<file path="src/rtl/sclk_pkg.sv">
package sclk_pkg;
  typedef enum logic {
    HALF_LEAD  = 1'b0,
    HALF_TRAIL = 1'b1
  } half_e;

  typedef struct packed {
    logic nine;
    logic full_len;
  } frame_cfg_t;
endpackage

</file>
<file path="src/rtl/sclk_seq.sv">
module sclk_seq
  import sclk_pkg::*;
#(
  parameter int BASE_BITS = 8,
  parameter int STOP_BITS = 1,
  parameter int BIT_W     = 4
) (
  input  logic             clk,
  input  logic             rst_n,
  input  logic             frame_start,
  input  logic             half_tick,
  input  logic             word_nine,
  input  logic             ck_len_full,
  output logic             frame_active,
  output logic [BIT_W-1:0] bit_idx,
  output half_e            half,
  output logic             pulsed_bit,
  output logic             mid_tick
);
  logic             active_q;
  logic [BIT_W-1:0] idx_q;
  half_e            half_q;
  frame_cfg_t       cfg_q;
  logic [BIT_W-1:0] data_n;
  logic [BIT_W-1:0] last_idx;
  logic [BIT_W-1:0] pulse_last;

  // bit 0 is the start bit, 1..data_n are data, then the stop bits
  assign data_n     = BIT_W'(BASE_BITS) + BIT_W'(cfg_q.nine);
  assign last_idx   = data_n + BIT_W'(STOP_BITS);
  assign pulse_last = cfg_q.full_len ? data_n : data_n - BIT_W'(1);

  always_ff @(posedge clk) begin
    if (!rst_n) begin
      active_q <= 1'b0;
      idx_q    <= '0;
      half_q   <= HALF_LEAD;
      cfg_q    <= '0;
    end else if (!active_q) begin
      if (frame_start) begin
        active_q <= 1'b1;
        idx_q    <= '0;
        half_q   <= HALF_LEAD;
        cfg_q    <= '{nine: word_nine, full_len: ck_len_full};
      end
    end else if (half_tick) begin
      if (half_q == HALF_LEAD) begin
        half_q <= HALF_TRAIL;
      end else begin
        half_q <= HALF_LEAD;
        if (idx_q == last_idx) active_q <= 1'b0;
        else                   idx_q    <= idx_q + BIT_W'(1);
      end
    end
  end

  assign frame_active = active_q;
  assign bit_idx      = idx_q;
  assign half         = half_q;
  assign pulsed_bit   = active_q && (idx_q != '0) && (idx_q <= pulse_last);
  assign mid_tick     = active_q && half_tick && (half_q == HALF_LEAD);
endmodule

</file>
<file path="src/rtl/sclk_shape.sv">
module sclk_shape
  import sclk_pkg::*;
(
  input  logic  clk,
  input  logic  rst_n,
  input  logic  pulsed_bit,
  input  half_e half,
  input  logic  mid_tick,
  input  logic  ck_en,
  input  logic  ck_pha,
  input  logic  ck_pol,
  output logic  ck_out,
  output logic  sample_stb
);
  logic active_level;
  logic stb_q;

  // phase 0: second half active; phase 1: first half active
  assign active_level = pulsed_bit && ((half == HALF_TRAIL) != ck_pha);
  assign ck_out       = ck_pol ^ (ck_en & active_level);

  always_ff @(posedge clk) begin
    if (!rst_n) stb_q <= 1'b0;
    else        stb_q <= ck_en && mid_tick && pulsed_bit;
  end

  assign sample_stb = stb_q;
endmodule

</file>
<file path="src/rtl/sclk_gen.sv">
module sclk_gen #(
  parameter int BASE_BITS = 8,
  parameter int STOP_BITS = 1
) (
  input  logic clk,
  input  logic rst_n,
  input  logic frame_start,
  input  logic half_tick,
  input  logic word_nine,
  input  logic ck_len_full,
  input  logic ck_pha,
  input  logic ck_pol,
  input  logic ck_en,
  output logic ck_out,
  output logic sample_stb
);
  localparam int MAX_IDX = BASE_BITS + 1 + STOP_BITS;
  localparam int BIT_W   = $clog2(MAX_IDX + 1);

  logic             frame_active;
  logic [BIT_W-1:0] bit_idx;
  sclk_pkg::half_e  half;
  logic             pulsed_bit;
  logic             mid_tick;

  sclk_seq #(
    .BASE_BITS(BASE_BITS),
    .STOP_BITS(STOP_BITS),
    .BIT_W    (BIT_W)
  ) u_seq (
    .clk         (clk),
    .rst_n       (rst_n),
    .frame_start (frame_start),
    .half_tick   (half_tick),
    .word_nine   (word_nine),
    .ck_len_full (ck_len_full),
    .frame_active(frame_active),
    .bit_idx     (bit_idx),
    .half        (half),
    .pulsed_bit  (pulsed_bit),
    .mid_tick    (mid_tick)
  );

  sclk_shape u_shape (
    .clk       (clk),
    .rst_n     (rst_n),
    .pulsed_bit(pulsed_bit),
    .half      (half),
    .mid_tick  (mid_tick),
    .ck_en     (ck_en),
    .ck_pha    (ck_pha),
    .ck_pol    (ck_pol),
    .ck_out    (ck_out),
    .sample_stb(sample_stb)
  );
endmodule

</file>
<file path="config.mk">
export PLATFORM = sky130hd
export DESIGN_NAME = sclk_gen
export DESIGN_NICKNAME = d
export VERILOG_FILES = /design/src/rtl/sclk_pkg.sv /design/src/rtl/sclk_seq.sv /design/src/rtl/sclk_shape.sv /design/src/rtl/sclk_gen.sv
export SDC_FILE = /design/constraint.sdc
export NUM_CORES = 1
export LEC_CHECK = 0
export CAP_MARGIN = 15
export CORE_UTILIZATION = 35
export DETAILED_ROUTE_END_ITERATION = 12
export PLACE_DENSITY = 0.62
export SLEW_MARGIN = 5
export SYNTH_ARGS = -nofsm -noshare
export SYNTH_HDL_FRONTEND = slang
export SYNTH_HIERARCHICAL = 1
export SYNTH_SLANG_ARGS = --single-unit
</file>
<file path="constraint.sdc">
create_clock -name clk -period 5.2 [get_ports clk]
set_clock_uncertainty 0.15 [all_clocks]
set_input_delay 0.78 -clock clk [delete_from_list [all_inputs] [get_ports clk]]
set_output_delay 0.78 -clock clk [all_outputs]
set_load 0.005 [all_outputs]
</file>
After elaboration in Yosys (flattened, before gate mapping). Index checks and enable logic that the tools add are counted.

Register bits: 9. Bits in latches: 0. Memory bits (writable): 0. ROM bits: 0. Input port bits: 9. Output and inout bits: 2. Memories: 0.

$add $sub $neg: 4. $mul: 0. Divide/modulo/power cells: 0. Order comparisons: 1. Eq/ne operators: 5. Shifts and indexed selects: 0. Multiplexer cells: 15. Bitwise gates (word level): 4. Reductions and logical operators: 12.

Operator list (number): 4-bit 2-to-1 mux (6); 1-bit 2-to-1 mux (9); 4-bit by 1-bit adder with 4-bit output, second input constant (2); 1-bit logical AND (7); 2-bit inequality test, second input constant (3); 4-bit by 1-bit adder with 4-bit output, first input constant (1); 4-bit equality test (1); 4-bit less-or-equal comparator (1); 2-bit AND reduction (2); 4-bit AND reduction (1); 4-bit nonzero test (1); 4-bit by 1-bit subtractor with 4-bit output, second input constant (1); 1-bit inverter (2); 2-bit nonzero test (1); 1-bit bitwise AND (1); 1-bit inequality test (1); 1-bit bitwise XOR (1).

Logic depth before layout (Yosys ltp).
Depth after elaboration: 8. Gate-level depth with buffers: 10.

Modules after synthesis. The synthesis kept the hierarchy.

Modules (own cells, without submodules): sclk_seq (times used 1, cells each 67, area each 564.3 um2, seq. area each 160.2 um2); sclk_shape (times used 1, cells each 5, area each 51.3 um2, seq. area each 20.0 um2).

Worst setup path after synthesis. Ideal clock, no wire load.

Kind: reg2out. Start point: register u_seq/cfg_q[1] in the netlist's numbering. End point: output port ck_out. Arrival time: 1.588 ns. Data required time: 4.270 ns. Setup slack: 2.682 ns. Stages on the path, launching flop included: 11. Path through: dfxtp_1 > inv_1 > ha_1 > inv_1 > ha_1 > nor2b_1 > o21ai_0 > a21oi_1 > nor2_1 > nand3_1 > xnor2_1.

Longest elaborated chain between the ends: 8.

Ends and longest elaborated chain: from (decl) (RTL line sclk_seq.sv:23) `frame_cfg_t cfg_q;`; from (signal assigned) (RTL line sclk_seq.sv:44) `cfg_q <= '{nine: word_nine, full_len: ck_len_full};`; 4-bit by 1-bit adder with 4-bit output (*) (RTL line sclk_seq.sv:29) `assign data_n = BIT_W'(BASE_BITS) + BIT_W'(cfg_q.nine);`; 4-bit by 1-bit subtractor with 4-bit output (RTL line sclk_seq.sv:31) `assign pulse_last = cfg_q.full_len ? data_n : data_n - BIT_W'(1);`; 4-bit 2-to-1 mux (*) (RTL line sclk_seq.sv:31); 4-bit less-or-equal comparator (*) (RTL line sclk_seq.sv:60) `assign pulsed_bit = active_q && (idx_q != '0) && (idx_q <= pulse_last);`; 1-bit logical AND (*) (RTL line sclk_seq.sv:60); via pulsed_bit (RTL line sclk_gen.sv:23) `logic pulsed_bit;`; 1-bit logical AND (*) (RTL line sclk_shape.sv:19) `assign active_level = pulsed_bit && ((half == HALF_TRAIL) != ck_pha);`; 1-bit bitwise AND (*) (RTL line sclk_shape.sv:20) `assign ck_out = ck_pol ^ (ck_en & active_level);`; 1-bit bitwise XOR (*) (RTL line sclk_shape.sv:20); to (decl) (RTL line sclk_gen.sv:14) `output logic ck_out,`.

The timed path passes the listed nets; every way through them passes the cells marked *.

Worst setup path after layout. Ends and elaborated chain as after synthesis.

==> impl_summary.md <==
Yosys
The count of state elements after synthesis is 9. A synthesized cell averages about 8.5 µm². The mapped netlist covers 616 µm². Yosys attributes the largest share of cell area to dfxtp_1 29%, ha_1 16%, mux2i_1 4.9%. For this run, the number of Yosys warnings is 6. The number of nets handed over by synthesis was a little under 90. After synthesis, the largest area contributor takes up between 20% and 30% of total cell area. Summed over all instances, the cell type with the most area after synthesis is dfxtp_1. The synthesized netlist contains 22 unique library cells. Of the synthesized area, sequential elements account for a little under 30%. Synthesis produced ~70 cells.

Setup path
The worst setup path is launched from a register. The kind of end point of the critical path is a primary output. The class of the most critical setup path is register to primary output. Data arrives at the worst endpoint at approximately 2500 ps. At the worst endpoint, the required time is approximately 4300 ps.

The highest fanout seen on the critical path is 5. The number of cell instances on the worst register-to-register path is 9.

Min path
The worst hold path stage count is 2. The path class of the tightest hold or removal check is register to register.

Die
The starting density of the core is 39.0%. The core region is between 1500 and 2000 µm². The die span in x is between 40 and 50 µm. The standard-cell row count is 14. The number of top-level pins is 11. The die covers between 1500 and 2000 µm². The floorplan step set the die height to ~44 µm.

Route
Dividing the detail-routed via count by the number of cells gives slightly above 5. The detail route stage leaves a number of antenna-violating nets equal to 0. After detailed routing, the average wire length per cell comes to 11.3 µm. The first detailed-routing pass took 5 iterations. The DRC violation count after routing is 0. Summing over every cut layer, the via total after detailed routing is just over 500.

The total wirelength of the detailed-routed design is between 1000 and 1500 µm. The violation count after the first detailed-routing iteration is 15.

Place
The number of buffers inserted by port buffering is 10. The wire-length estimate of the detail-placed layout is roughly 900 µm. The congestion estimate from routability-driven global placement came to approximately 0.79.

STA
Counting I/O delays and the setup requirement, the final critical path takes between 3000 and 4000 ps. The final count of hold timing violations is 0. The count of pins over their slew limit is 0. The share of the clock period used by the worst path after layout is between 60% and 70%. Setup violations remaining at the end of the flow were counted as 0. Headroom to the max-slew limit came out at 77.8%. The transition time at the pin with the least slew margin is between 300 and 400 ps.

The tightest hold path in the finished design has a slack of between 300 and 400 ps. Based on the critical path, the design can be clocked at up to between 0.2 and 0.3 GHz. The setup total negative slack is 0 ps. Setup repair after global routing left no endpoint under its margin.

Clock network
The CTS tree is yes. The number of buffers inserted during clock tree synthesis is 3. Clock-pin slew was measured on the worst setup and hold paths at about 60 ps. CTS built an H-tree with a depth of 1.

After clock tree synthesis, the flow added hold-fix buffers numbering 0. The post-CTS setup buffer count is 0. After clock tree synthesis, the repair step resized 0 gates. CTS saw 9 sinks. The maximum buffer depth of the clock tree is 2.

In this run the clock root is driven by a clkbuf_4. The clock network latency to the later pin of the worst-skew pair is approximately 260 ps.

Status
The run finished with clean final reports.

Power and ir drop
The leakage dissipation is about 0.33 nW. The analysis attributes to net switching a power of between 0.00003 and 0.00004 W. Sequential cells account for between 40% and 50% of the total power. The cell area power density is approximately 200 nW/µm². The fraction of power spent switching nets is 25.0%. The clock network is responsible for 36.1% of the overall power. The cell-internal power is around 0.00011 W. The design draws between 0.00015 and 0.0002 W.

The combinational fraction of design power is 15.2%. IR analysis of the VDD net gives a maximum drop of approximately 130 µV.

Global routing
The first global-routing pass estimated 2050 µm of wire. For this run, the total global-route usage over all layers was measured as ~15%. The remaining global-route overflow is 0. The pin count of the biggest net entering global routing is 9. The number of antenna violations at the first check in global routing is 0. The via count of the first global-routing pass is between 500 and 600.

Job
Across the run, the number of max-cap violations was 0.

Cells and area
The area of the multi-input gates is 398 µm². After filler insertion, the fill cell instance count of the layout stands at about 160. Relative to the synthesized area, the layout overhead comes to 22.6%.

The fraction of layout instances using a drive strength above 1 is between 7 and 8%. The repair_antennas step left the layout with diodes totalling 0. Cells fill a little under half of the core in the end. For this run, the post-layout net count is just over 100.

Leaving out fill and tap cells, the most frequent cell in the layout is clkdlybuf4s50_1. The top cell types in the final layout, fill and taps aside, are 10 x clkdlybuf4s50_1, 9 x dfxtp_1, 8 x inv_1, 8 x ha_1, 7 x nor2_1. The sequential cell area is 180 µm².
[kinds of logic after synthesis]
logic type	synth area share, %
AND/OR/NAND/NOR	23.0
AO/OA/AOI/OAI	17.7
buffers and inverters	6.10
flip-flops	29.3
adder cells (fa/ha/maj)	16.3
multiplexers	4.88
XOR/XNOR	2.85
[cells in the mapped netlist (all sizes together)]
master	number
buf	1
nor2b	1
inv	8
xor2	1
a21oi	5
nand4	5
xnor2	1
nor2	7
and4	1
and3	1
ha	8
nand2b	2
nand2	4
o41ai	1
mux2i	3
o31ai	4
a211oi	1
o21ai	5
nand3	4
dfxtp	9
[worst paths after layout]
path                  startpoint            endpoint  slack, ps
hold / removal    u_seq/cfg_q[0]      u_seq/cfg_q[0]        340
setup / recovery  u_seq/cfg_q[1]              ck_out       1780
setup reg to reg  u_seq/cfg_q[1]  u_shape/sample_stb       3330
hold reg to reg   u_seq/cfg_q[0]      u_seq/cfg_q[0]        340
[per-stage QoR]
step | setup slack [ps] | std cells | instance area [µm²]
3_3_place_gp | 2080 | 97 | 728
5_1_grt | 1560 | 101 | 754
4_1_cts | 1740 | 101 | 754
3_5_place_dp | 2030 | 97 | 728
6_report | 1780 | 101 | 754
2_1_floorplan | 2680 | 72 | 616
[critical path, stage by stage, from the launching register on]
cell and delay (ps):
dfxtp_1 360, inv_1 110, ha_1 190, inv_1 80
ha_1 240, nor2b_1 130, o21ai_0 140, a21oi_1 80
nor2_1 130, nand3_1 100, xnor2_1 130, clkdlybuf4s50_1 520
[sequential cells by signal, indices dropped and copies added, names as in the netlist]
name	flops
u_seq/half	1
u_seq/frame_active	1
u_seq/cfg_q	2
u_seq/bit_idx	4
u_shape/sample_stb	1
[power groups by stage]
| stage | Combinational, W | Sequential (W) | Clock [W] |
|---|---|---|---|
| CTS | 0.0000233 | 0.0000731 | 0.0000567 |
| detailed placement | 0.0000230 | 0.0000746 | 0 |
| floorplan | 0.0000124 | 0.0000742 | 0 |
| global placement | 0.0000227 | 0.0000747 | 0 |
| finish | 0.0000229 | 0.0000731 | 0.0000543 |
| global route | 0.0000264 | 0.0000734 | 0.0000612 |
[per-layer routing]
metal / global-route usage, % / vias to the layer above / routed length [µm]
met5: 0 / - / 0
met3: 3.75 / 5 / 35
met2: 18.5 / 8 / 456
met1: 21.6 / 220 / 620
met4: 9.09 / 0 / 31
li1: - / 286 / -
[final cells by class]
type / instances / share of cell area, %
timing repair buffer: 10 / 13.3
clock buffer: 4 / 3.48
sequential: 9 / 23.9
tap: 16 / 2.65
inverter: 8 / 3.98
multi-input combinational: 54 / 52.7
Power figures use the tool's default switching activity.
